--- src/rtl/sag_pkg.sv ---
package sag_pkg;

    localparam int NUM_SEG = 4;
    localparam int SEG_SEL_W = $clog2(NUM_SEG);

    typedef enum logic [1:0] {
        SEG_CODE  = 2'd0,
        SEG_DATA  = 2'd1,
        SEG_STACK = 2'd2,
        SEG_EXTRA = 2'd3
    } seg_id_e;

    typedef enum logic [1:0] {
        ACC_FETCH  = 2'd0,
        ACC_DATA   = 2'd1,
        ACC_STRDST = 2'd2,
        ACC_RSVD   = 2'd3
    } acc_kind_e;

    typedef enum logic [2:0] {
        BASE_NONE   = 3'd0,
        BASE_BASE   = 3'd1,
        BASE_SRCIDX = 3'd2,
        BASE_DSTIDX = 3'd3,
        BASE_FRAME  = 3'd4,
        BASE_STKPTR = 3'd5,
        BASE_RSV6   = 3'd6,
        BASE_RSV7   = 3'd7
    } base_code_e;

endpackage

--- src/rtl/sag_segfile.sv ---
module sag_segfile #(
    parameter int SEG_W        = 16,
    parameter int NUM          = 4,
    parameter int RST_IDX      = 0,
    parameter logic [15:0] RST_VAL = 16'hFFFF
) (
    input  logic                         clk,
    input  logic                         rst_n,
    input  logic                         wr_en,
    input  logic [$clog2(NUM)-1:0]       wr_sel,
    input  logic [SEG_W-1:0]             wr_data,
    output logic [NUM-1:0][SEG_W-1:0]    seg_q
);

    localparam int SEL_W = $clog2(NUM);

    for (genvar i = 0; i < NUM; i++) begin : g_seg
        localparam logic [SEL_W-1:0] IDX = SEL_W'(i);
        localparam logic [SEG_W-1:0] INIT = (i == RST_IDX) ? SEG_W'(RST_VAL) : '0;

        always_ff @(posedge clk or negedge rst_n) begin
            if (!rst_n) begin
                seg_q[i] <= INIT;
            end else if (wr_en && (wr_sel == IDX)) begin
                seg_q[i] <= wr_data;
            end
        end
    end

endmodule

--- src/rtl/sag_seg_pick.sv ---
module sag_seg_pick
    import sag_pkg::*;
(
    input  acc_kind_e  kind,
    input  base_code_e base,
    input  logic       ovr_valid,
    input  seg_id_e    ovr_sel,
    output seg_id_e    seg_id
);

    seg_id_e dflt;

    always_comb begin
        unique case (base)
            BASE_FRAME, BASE_STKPTR: dflt = SEG_STACK;
            BASE_NONE, BASE_BASE, BASE_SRCIDX, BASE_DSTIDX,
            BASE_RSV6, BASE_RSV7:    dflt = SEG_DATA;
            default:                 dflt = SEG_DATA;
        endcase
    end

    always_comb begin
        unique case (kind)
            ACC_FETCH:          seg_id = SEG_CODE;
            ACC_STRDST:         seg_id = SEG_EXTRA;
            ACC_DATA, ACC_RSVD: seg_id = ovr_valid ? ovr_sel : dflt;
            default:            seg_id = SEG_DATA;
        endcase
    end

endmodule

--- src/rtl/sag_shift_add.sv ---
module sag_shift_add #(
    parameter int SEG_W = 16,
    parameter int OFS_W = 16,
    parameter int SHIFT = 4,
    localparam int ADDR_W = SEG_W + SHIFT
) (
    input  logic [SEG_W-1:0]  seg,
    input  logic [OFS_W-1:0]  ofs,
    output logic [ADDR_W-1:0] addr
);

    logic [ADDR_W-1:0] seg_sh;
    logic [ADDR_W-1:0] ofs_ext;

    assign seg_sh  = {seg, {SHIFT{1'b0}}};
    assign ofs_ext = {{(ADDR_W-OFS_W){1'b0}}, ofs};
    // carry past the top bit is dropped by the sum width
    assign addr    = seg_sh + ofs_ext;

endmodule

--- src/rtl/sag_addr_gen.sv ---
module sag_addr_gen
    import sag_pkg::*;
#(
    parameter int SEG_W = 16,
    parameter int OFS_W = 16,
    parameter int SHIFT = 4,
    parameter logic [15:0] CODE_RST = 16'hFFFF,
    localparam int ADDR_W = SEG_W + SHIFT
) (
    input  logic              clk,
    input  logic              rst_n,
    input  logic              seg_wr_en,
    input  logic [1:0]        seg_wr_sel,
    input  logic [SEG_W-1:0]  seg_wr_data,
    input  logic              req_valid,
    input  logic [1:0]        req_kind,
    input  logic [2:0]        req_base,
    input  logic [OFS_W-1:0]  req_offset,
    input  logic              ovr_valid,
    input  logic [1:0]        ovr_sel,
    output logic              addr_valid,
    output logic [ADDR_W-1:0] phys_addr,
    output logic [1:0]        seg_used
);

    logic [NUM_SEG-1:0][SEG_W-1:0] seg_regs;
    seg_id_e                       pick;
    logic [SEG_W-1:0]              seg_val;
    logic [ADDR_W-1:0]             sum;

    logic              vld_q;
    logic [ADDR_W-1:0] addr_q;
    seg_id_e           id_q;

    sag_segfile #(
        .SEG_W   (SEG_W),
        .NUM     (NUM_SEG),
        .RST_IDX (int'(SEG_CODE)),
        .RST_VAL (CODE_RST)
    ) u_segs (
        .clk     (clk),
        .rst_n   (rst_n),
        .wr_en   (seg_wr_en),
        .wr_sel  (seg_wr_sel),
        .wr_data (seg_wr_data),
        .seg_q   (seg_regs)
    );

    sag_seg_pick u_pick (
        .kind      (acc_kind_e'(req_kind)),
        .base      (base_code_e'(req_base)),
        .ovr_valid (ovr_valid),
        .ovr_sel   (seg_id_e'(ovr_sel)),
        .seg_id    (pick)
    );

    assign seg_val = seg_regs[pick];

    sag_shift_add #(
        .SEG_W (SEG_W),
        .OFS_W (OFS_W),
        .SHIFT (SHIFT)
    ) u_add (
        .seg  (seg_val),
        .ofs  (req_offset),
        .addr (sum)
    );

    always_ff @(posedge clk or negedge rst_n) begin
        if (!rst_n) begin
            vld_q  <= 1'b0;
            addr_q <= '0;
            id_q   <= SEG_CODE;
        end else begin
            vld_q <= req_valid;
            if (req_valid) begin
                addr_q <= sum;
                id_q   <= pick;
            end
        end
    end

    always_comb begin
        addr_valid = vld_q;
        phys_addr  = addr_q;
        seg_used   = id_q;
    end

endmodule

--- config.mk ---
export PLATFORM = sky130hd
export DESIGN_NAME = sag_addr_gen
export DESIGN_NICKNAME = d
export VERILOG_FILES = /design/src/rtl/sag_pkg.sv /design/src/rtl/sag_segfile.sv /design/src/rtl/sag_seg_pick.sv /design/src/rtl/sag_shift_add.sv /design/src/rtl/sag_addr_gen.sv
export SDC_FILE = /design/constraint.sdc
export NUM_CORES = 1
export LEC_CHECK = 0
export BUFFER_PORTS_ARGS = -buffer_cell sky130_fd_sc_hd__clkbuf_2
export CAP_MARGIN = 20
export CORE_UTILIZATION = 30
export DETAILED_ROUTE_END_ITERATION = 12
export MAX_ROUTING_LAYER = met4
export PLACE_DENSITY = 0.46
export SETUP_SLACK_MARGIN = 0.5
export SKIP_LAST_GASP = 1
export SLEW_MARGIN = 20
export SYNTH_ARGS = -nofsm -noshare
export SYNTH_HDL_FRONTEND = slang
export SYNTH_SLANG_ARGS = --single-unit
--- constraint.sdc ---
create_clock -name clk -period 3.95 [get_ports clk]
set_input_delay 0.9875 -clock clk [delete_from_list [all_inputs] [get_ports clk]]
set_output_delay 0.9875 -clock clk [all_outputs]
set_load 0.02 [all_outputs]
======== Word-level counts from Yosys, hierarchy flattened ========
Memory sizes are Yosys's and may differ from the RTL's.
Index checks and enable logic that the tools add are counted.
operators by class
  add/subtract/negate cells ............... 1
  $lt $le $gt $ge ......................... 1
  equality and inequality tests ........... 6
  multiplexer cells ....................... 4
  reduce and logical (&&, ||, !) cells .... 7
operator list
  kind                                                                   count
  16-bit binary-select mux with 2-bit select                             1
  20-bit by 16-bit adder with 20-bit output                              1
  16-bit two-way mux                                                     1
  2-bit == test (second input constant)                                  4
  2-bit case mux with 3 select lines                                     1
  2-bit by 1-bit == test with 1-bit output (second input constant)       2
  1-bit logical AND                                                      4
  2-bit zero test                                                        2
  2-bit by 3-bit < comparator with 1-bit output (second input constant)  1
  2-bit two-way mux                                                      1
  2-bit OR reduction                                                     1
storage, ports and cells
  register bits after elaboration ......... 87
  bits in read-only memories .............. 16
  output and inout port bits .............. 23
  word-level logic and storage cells ...... 27
  memories kept ........................... 1
memory list
  name             words  width  rd ports  clocked after memory_dff  write ports  RTL line            text
  (no name shown)  8      2      1         0                         0            sag_seg_pick.sv:14  unique case (base)

======== Longest topological paths before layout ========
Gate-level depths: netlist (run 1).
  depth after elaboration ................. 6
  mapped depth ............................ 15
  gate-level depth less buffers ........... 14

======== By module ========
Synthesis (run 1) repeated with hierarchy kept, for this count alone.
second synthesis, totals
  cells, all modules ...................... 318
  area total of the unflattened synthesis .. 4558.1 um^2
modules (own cells, without submodules)
  module         instances  cells each  area an instance (um^2)
  sag_segfile    1          136         2431.1
  sag_addr_gen   1          67          1261.2
  sag_shift_add  1          108         820.8
  sag_seg_pick   1          7           45.0

======== Least setup slack after synthesis (run 1) ========
No wires, ideal clock.
  kind .................................... input port to flip-flop
  from .................................... in ovr_valid
  to ...................................... reg addr_q[18] (netlist: phys_addr[18])
  library setup time ...................... 0.125 ns
  data arrival time ....................... 4.451 ns
  data required time ...................... 3.825 ns
  setup slack ............................. -0.626 ns
  cell stages on the path ................. 15
  path buffers ............................ 2
  cell sequence ........................... buf_6 or3b_4 a31oi_4 clkbuf_1 mux2i_1 o21ai_0 ha_1 fa_1 a211oi_1 o211ai_1 a311o_1 o221ai_1 nor3_1 xnor2_1 mux2_2
between the ends
  longest elaborated chain between the ends .. 5
ends and longest elaborated chain
  element                                     RTL line             text
  from (decl)                                 sag_addr_gen.sv:19   input logic ovr_valid,
  2-bit two-way mux                           sag_seg_pick.sv:26   ACC_DATA, ACC_RSVD: seg_id = ovr_valid ? ovr_sel : dflt;
  2-bit case mux with 3 select lines          sag_seg_pick.sv:23   unique case (kind)
  16-bit binary-select mux with 2-bit select  sag_addr_gen.sv:57   assign seg_val = seg_regs[pick];
  16-bit two-way mux (implied by the code)    sag_addr_gen.sv:57
  20-bit by 16-bit adder with 20-bit output   sag_shift_add.sv:18  assign addr = seg_sh + ofs_ext;
  to (signal assigned)                        sag_addr_gen.sv:77   addr_q <= sum;
  to (decl)                                   sag_addr_gen.sv:32   logic [ADDR_W-1:0] addr_q;
No other way between the ends. The select of a mux whose other input is x is not followed.
A chain may end at the register's enable or synchronous reset.

======== Final worst setup path (run 1) ========
  from .................................... in req_base[1]
  to ...................................... reg addr_q[18] (netlist: phys_addr[18])
between the ends
  longest elaborated chain between the ends .. 6
ends and longest elaborated chain
  element                                     RTL line             text
  from (decl)                                 sag_addr_gen.sv:17   input logic [2:0] req_base,
  memory read 8 x 2 bit                       n/a
  2-bit two-way mux                           sag_seg_pick.sv:26
  2-bit case mux with 3 select lines          sag_seg_pick.sv:23
  16-bit binary-select mux with 2-bit select  sag_addr_gen.sv:57
  16-bit two-way mux (implied by the code)    sag_addr_gen.sv:57
  20-bit by 16-bit adder with 20-bit output   sag_shift_add.sv:18
No other way between the ends. The select of a mux whose other input is x is not followed.

==> results.py, run 1 <==
metrics = {
    "timing": {
        "finClkSkew_ns": 0.003708,
        "rsz0062_at_grt": "true",
        "worst_pin_slew_ns": 0.9730,
        "relSlewSlack_pct": 34.95,
        "timing.fmax_mhz": 265.5,
        "finalHoldViolCount": 0,
        "finalCritPeriodShare_pct": 95.37,
        "setup_viol": 0,
        "drv_slew": 0,
        "post-route-min-period_ns": 3.767,
    },
    "route": {
        "drtIter0Drc": 125,
        "num_vias": 3252,
        "wl_per_cell_um": 15.62,
        "antenna_left": 0,
        "viasPerCell": 4.868,
        "dr.pass1.iters": 6,
        "wl_mm": 10.43,
        "drc_errors": 0,
    },
    "yosys": {
        "ys_warn_count": 0,
        "synth_area_per_cell_um2": 12.54,
        "yosysSeqAreaShare_pct": 49.93,
        "yosysUniqueCellTypes": 53,
        "async_flop_share_pct": 100.0,
        "synth_cells": 351,
        "synth_area_leader_cell": "dfrtp_1",
        "synth-edff-count": 0,
        "ys_ff_latch": 87,
        "ys.flop_type": "dfrtp_1",
        "syn-num-nets": 411,
        "yosysTopAreaCellShare_pct": 40.38,
        "ys_top_cells_by_area": "dfrtp_1 (40%), mux2_2 (21%), dfstp_2 (9.6%), ha_1 (3.7%), mux2i_1 (3.2%)",
        "yosysMostFrequentCell": "mux2_2",
        "yosys-top-cells-count": "mux2_2 (81), dfrtp_1 (71), o21ai_0 (21), a21oi_1 (16), dfstp_2 (16)",
        "synth_area_um2": 4400,
    },
    "layout": {
        "finish.utilization_pct": 42.13,
        "stdcell_count": 668,
        "syn_to_final_growth_pct": 34.94,
        "fin_nets": 544,
        "drive_gt1_share_pct": 55.94,
        "antenna_cells": 0,
    },
    "critical_path": {
        "r2r_cells": 11,
        "rrSetupSlack_ns": 1.36,
        "path_class": "in -> reg",
        "arrival_ns": 3.99,
        "crit_fanout": 4,
        "worst_setup_path_end_kind": "register",
        "worstReg2RegEnd": "phys_addr[18]$_DFFE_PN0P_",
        "crit_path_start_kind": "input port",
        "r2r-start": "u_segs.seg_q[48]$_DFFE_PN0P_",
        "worstPathRequired_ns": 4.17,
    },
    "placement": {
        "dp.cells": 642,
        "gp_congestion": 0.7979,
        "dp_hpwl_mm": 7.389,
        "port_buffers": 67,
    },
    "clock_network": {
        "cts_buffer_depth": 2,
        "clock_latency_ns": 0.34,
        "cts_root_buffer": "clkbuf_16",
        "clock-sinks": 87,
        "htree_levels": 3,
        "cts_tree": "built",
        "clk_pin_slew_ns": 0.06,
        "postCtsHoldBufs": 0,
        "cts_buffers": 9,
    },
    "worst_hold_path": {
        "hold_end": "phys_addr[8]$_DFFE_PN0P_",
        "hp-class": "reg -> reg",
        "worstHoldStart": "phys_addr[8]$_DFFE_PN0P_",
        "worst_hold_path.num_cells": 1,
    },
    "run": {
        "drv_cap": 0,
    },
    "grt": {
        "grt_max_degree": 88,
        "grt_overflow": 0,
        "grt_pass1_vias": 3374,
        "antenna_found_initial": 0,
        "globalRouteTotalUtil_pct": 15.35,
        "grt_pass1_wl_mm": 16.74,
    },
    "floorplanning": {
        "dieHeight_um": 123.1,
        "row_count": 43,
        "core_area_um2": 14100,
        "die-area_um2": 15160,
        "ios": 69,
        "initial_utilization_pct": 31.22,
        "dieWidth_um": 123.1,
    },
    "outcome": {
        "status": "completed",
    },
    "power_and_ir_drop": {
        "ir_worst_vdd_mv": 0.2553,
        "p_leak_nw": 2.647,
        "p_per_area_nw_per_um2": 524.3,
    },
}
[worst max-delay path, cell delays in order]
cell and delay [ns]:
buf_6 0.09, or3b_4 0.40, a31oi_4 0.26, buf_12 0.15
mux2i_1 0.17, o21ai_1 0.11, ha_2 0.20, fa_2 0.35
a211oi_2 0.22, o211ai_1 0.15, a311o_1 0.31, o221ai_2 0.07
nor3_1 0.08, xnor2_1 0.16, mux2_2 0.26
[layout by cell type (no fill, tap or decap), drive strengths merged, types with 8 or more instances in the layout]
cell type	instances
buf	70
o21ai	21
a21oi	16
mux2	82
mux2i	14
dfstp	16
ha	13
a22oi	11
dfrtp	71
clkbuf	76
nand2	8
xnor2	10
nor2	11
[cell type report]
| cell class | instances | area (um^2) |
|---|---|---|
| clock buffers | 11 | 232.7 |
| clock inverters | 4 | 47.55 |
| fillers | 1380 | 8158 |
| inverters | 7 | 26.28 |
| multi-input cells | 244 | 2296 |
| flip-flops and latches | 87 | 2197 |
| well taps | 180 | 225.2 |
| repair buffers | 135 | 913.4 |
[state kept, by name, summed over array words and instances, names as in the netlist]
signal        count
addr_valid        1
phys_addr        20
seg_used          2
u_segs.seg_q     64
[logic make-up (layout without fill, tap and decap cells)]
kind of cell / count (synthesis) / in the layout / share of synthesized area [%]
XOR/XNOR: 11 / 11 / 2.189
flip-flops: 87 / 87 / 49.93
adder cells (fa/ha/maj): 14 / 14 / 4.151
buffers and inverters: 20 / 157 / 1.905
AO/OA/AOI/OAI: 79 / 79 / 12.03
multiplexers: 96 / 96 / 24.25
AND/OR/NAND/NOR: 44 / 44 / 5.544
[how the worst max path moves through the flow]
| stage | from | end | slack [ns] | depth (start not counted) |
|---|---|---|---|---|
| 5_1_grt | req_base[1] | phys_addr[18]$_DFFE_PN0P_ | 0.04 | 15 |
| 6_report | req_base[1] | phys_addr[18]$_DFFE_PN0P_ | 0.18 | 15 |
| 2_1_floorplan | ovr_valid | phys_addr[18]$_DFFE_PN0P_ | -0.24 | 15 |
| 3_5_place_dp | req_base[1] | phys_addr[18]$_DFFE_PN0P_ | -0.29 | 15 |
| 4_1_cts | req_base[1] | phys_addr[18]$_DFFE_PN0P_ | 0.14 | 15 |
| 3_3_place_gp | req_base[1] | phys_addr[18]$_DFFE_PN0P_ | -0.25 | 15 |
[per-layer routing]
metal / up-vias / global-route usage [%] / share of wire, %
met1: 1621 / 18.92 / 46
li1: 1576 / - / -
met2: 44 / 24.68 / 49
met3: 11 / 2.675 / 2.4
met4: 0 / 6.777 / 1.7
met5: - / - / 0
[metrics by stage]
stage | hold WS [ns] | power [mW] | cell area [um^2] | worst slack [ns] | setup TNS, ns
after floorplan | 0.4706 | 1.816 | 4438 | -0.2404 | -0.2404
after global placement | 0.4800 | 2.176 | 5394 | -0.2505 | -1.175
after detailed placement | 0.4750 | 2.200 | 5394 | -0.2934 | -1.408
after CTS | 0.4917 | 3.116 | 5842 | 0.1418 | 0
after global routing | 0.5129 | 3.318 | 5938 | 0.03636 | 0
final | 0.4867 | 3.114 | 5938 | 0.1830 | 0
[report_power, final]
| part | internal (mW) | switching (mW) | total, mW |
|---|---|---|---|
| logic | 0.570 | 0.508 | 1.08 |
| clock network | 0.485 | 0.337 | 0.821 |
| registers | 1.12 | 0.0988 | 1.21 |
| total | 2.17 | 0.944 | 3.11 |
[what timing repair did]
item                                    4_1_cts  5_1_grt
gates resized for setup                      27       16
setup buffers                                 9        2
endpoints found under the setup margin       10       10
pin swaps                                    24       13
cloned                                        0        0
Power figures use the tool's default switching activity.
==> inputs of run 2 (changes only) <==
--- a/config.mk
+++ b/config.mk
@@ -7,10 +7,10 @@
 export LEC_CHECK = 0
 export BUFFER_PORTS_ARGS = -buffer_cell sky130_fd_sc_hd__clkbuf_2
 export CAP_MARGIN = 20
-export CORE_UTILIZATION = 30
+export CORE_UTILIZATION = 32
 export DETAILED_ROUTE_END_ITERATION = 12
 export MAX_ROUTING_LAYER = met4
-export PLACE_DENSITY = 0.46
+export PLACE_DENSITY = 0.48
 export SETUP_SLACK_MARGIN = 0.5
 export SKIP_LAST_GASP = 1
 export SLEW_MARGIN = 20
==> run 2 against run 1 <==
  * Clock power grew 12%
  * Power grew 2.0%
  * First-iteration DRC count shrank 0.80%
  * Register-to-register slack lost 0.10 ns
  * Setup slack lost 0.086 ns
  * Core utilization grew 1.9 points
  * Final cell count shrank 1.2%
  * Flip-flop and latch count is the same
  * Non-clock buffer count shrank 5
  * Highest routed layer unchanged
  * Critical endpoint unchanged
  * Hold slack gained 0.017 ns
  * Via count shrank 1.1%
==> results.py, run 2 (synthesis gave the netlist of run 1 again) <==
metrics = {
    "worst_hold_path": {
        "worst_hold_path.num_cells": 1,
        "worstHoldStart": "phys_addr[9]$_DFFE_PN0P_",
        "hp-class": "reg -> reg",
        "hold_end": "phys_addr[9]$_DFFE_PN0P_",
    },
    "timing": {
        "relSlewSlack_pct": 30.66,
        "finClkSkew_ns": 0.007612,
        "finalCritPeriodShare_pct": 97.55,
        "rsz0062_at_grt": "true",
        "drv_slew": 0,
        "finalHoldViolCount": 0,
        "post-route-min-period_ns": 3.853,
        "timing.fmax_mhz": 259.5,
        "setup_viol": 0,
        "hold_ws_ns": 0.5036,
        "worst_pin_slew_ns": 1.037,
    },
    "critical_path": {
        "worst_setup_path_end_kind": "register",
        "crit_fanout": 5,
        "startpoint": "req_base[1]",
        "worst-path-buf-inv": 3,
        "crit_path_start_kind": "input port",
        "worstPathRequired_ns": 4.18,
        "worstReg2RegEnd": "phys_addr[18]$_DFFE_PN0P_",
        "path_class": "in -> reg",
        "arrival_ns": 4.08,
        "r2r_cells": 10,
        "crit_family": "compound AO/OA/AOI/OAI gates",
        "slowest_delay_ns": 0.40,
        "crit_slowest_cell": "or3b_4",
        "r2r-start": "u_segs.seg_q[5]$_DFFE_PN1P_",
        "rrSetupSlack_ns": 1.26,
        "worstPathCellList": "buf_6 > or3b_4 > a31oi_4 > buf_4 > buf_6 > mux2i_1 > o21ai_0 > ha_1 > o21a_1 > o21a_1 > a311o_1 > o221ai_2 > nor3_1 > xnor2_1 > mux2_2",
    },
    "layout": {
        "fin_nets": 539,
        "largest_reg_flops": 64,
        "stdcell_count": 660,
        "drive_gt1_share_pct": 55.79,
        "top_register": "u_segs.seg_q",
        "fill_cells": 1270,
        "syn_to_final_growth_pct": 33.55,
        "layout_common_cells": "mux2_2 (79), dfrtp_1 (71), clkbuf_2 (65)",
        "antenna_cells": 0,
        "layout_commonest_cell": "mux2_2",
    },
    "route": {
        "antenna_left": 0,
        "dr.pass1.iters": 4,
        "wl_per_cell_um": 15.95,
        "drtIter0Drc": 124,
        "num_vias": 3216,
        "wl_mm": 10.53,
        "drc_errors": 0,
        "viasPerCell": 4.873,
    },
    "placement": {
        "dp.cells": 635,
        "gp_congestion": 0.8404,
        "port_buffers": 67,
        "dp_hpwl_mm": 7.639,
    },
    "grt": {
        "grt_pass1_vias": 3381,
        "grt_overflow": 0,
        "grt_max_degree": 49,
        "globalRouteTotalUtil_pct": 16.11,
        "grt_pass1_wl_mm": 16.99,
        "antenna_found_initial": 0,
    },
    "power_and_ir_drop": {
        "ir_worst_vdd_mv": 0.2148,
        "p_leak_nw": 2.643,
        "p_per_area_nw_per_um2": 540.3,
    },
    "clock_network": {
        "clk_pin_slew_ns": 0.07,
        "postCtsHoldBufs": 0,
        "cts_buffers": 9,
        "cts_root_buffer": "clkbuf_16",
        "cts_buffer_depth": 2,
        "clock-sinks": 87,
        "clock_latency_ns": 0.34,
        "cts_tree": "built",
        "htree_levels": 3,
    },
    "floorplanning": {
        "ios": 69,
        "row_count": 42,
        "die-area_um2": 14220,
        "initial_utilization_pct": 32.97,
        "dieWidth_um": 119.3,
        "core_area_um2": 13350,
        "dieHeight_um": 119.3,
    },
    "run": {
        "drv_cap": 0,
    },
    "outcome": {
        "status": "completed",
    },
}
run 2: changes by cell type in the layout (fill, tap and decap cells not counted), sizes merged:
cell    before  now
buf         70   65
bufinv       1    2
run 2: how the worst max path moves through the flow:
stage | endpoint | slack (ns) | cells after the start
after floorplan | phys_addr[18]$_DFFE_PN0P_ | -0.24 | 15
after global placement | phys_addr[18]$_DFFE_PN0P_ | -0.28 | 14
after detailed placement | phys_addr[18]$_DFFE_PN0P_ | -0.33 | 14
after CTS | phys_addr[18]$_DFFE_PN0P_ | 0.1 | 15
after global routing | phys_addr[18]$_DFFE_PN0P_ | -0.03 | 15
final | phys_addr[18]$_DFFE_PN0P_ | 0.1 | 15
run 2: through the flow:
step                      worst slack (ns)  cell area, um^2  power (mW)  setup TNS [ns]  util, %
after CTS                          0.09574             5731       3.144               0    42.93
after detailed placement           -0.3257             5335       2.176          -1.590    39.97
after global placement             -0.2806             5335       2.153          -1.284    39.97
after global routing              -0.03406             5877       3.362        -0.03406    44.03
final                              0.09695             5877       3.175               0    44.03
after floorplan                    -0.2404             4438       1.816         -0.2404        -
run 2: repair_timing:
action                                  4_1_cts  5_1_grt
pin swaps                                    10        9
buffers inserted                              4        5
endpoints found under the setup margin       10       10
endpoints found under the hold margin         0        0
gates resized for setup                      14       25
run 2: metal layers:
layer | part of all wire, % | GRT usage (%) | vias up | routed length [um]
met5 | 0 | - | - | 0
met3 | 3.5 | 2.778 | 10 | 367
met2 | 49 | 25.87 | 54 | 5116
li1 | - | - | 1562 | -
met4 | 1.0 | 6.250 | 0 | 107
met1 | 47 | 20.21 | 1590 | 4936
run 2: where the power goes:
| part | switching, mW | internal, mW | total [mW] |
|---|---|---|---|
| combinational | 0.496 | 0.539 | 1.04 |
| sequential | 0.102 | 1.12 | 1.22 |
| clock | 0.351 | 0.572 | 0.923 |
| total | 0.950 | 2.23 | 3.18 |
run 2: layout make-up:
| class | instances | area, um^2 | share of cell area [%] |
|---|---|---|---|
| Multi-Input combinational cell | 244 | 2266 | 38.56 |
| Sequential cell | 87 | 2197 | 37.39 |
| Timing Repair Buffer | 130 | 843.3 | 14.35 |
| Clock buffer | 11 | 242.7 | 4.130 |
| Tap cell | 176 | 220.2 | 3.747 |
| Clock inverter | 5 | 81.33 | 1.384 |
| Inverter | 7 | 26.28 | 0.4471 |
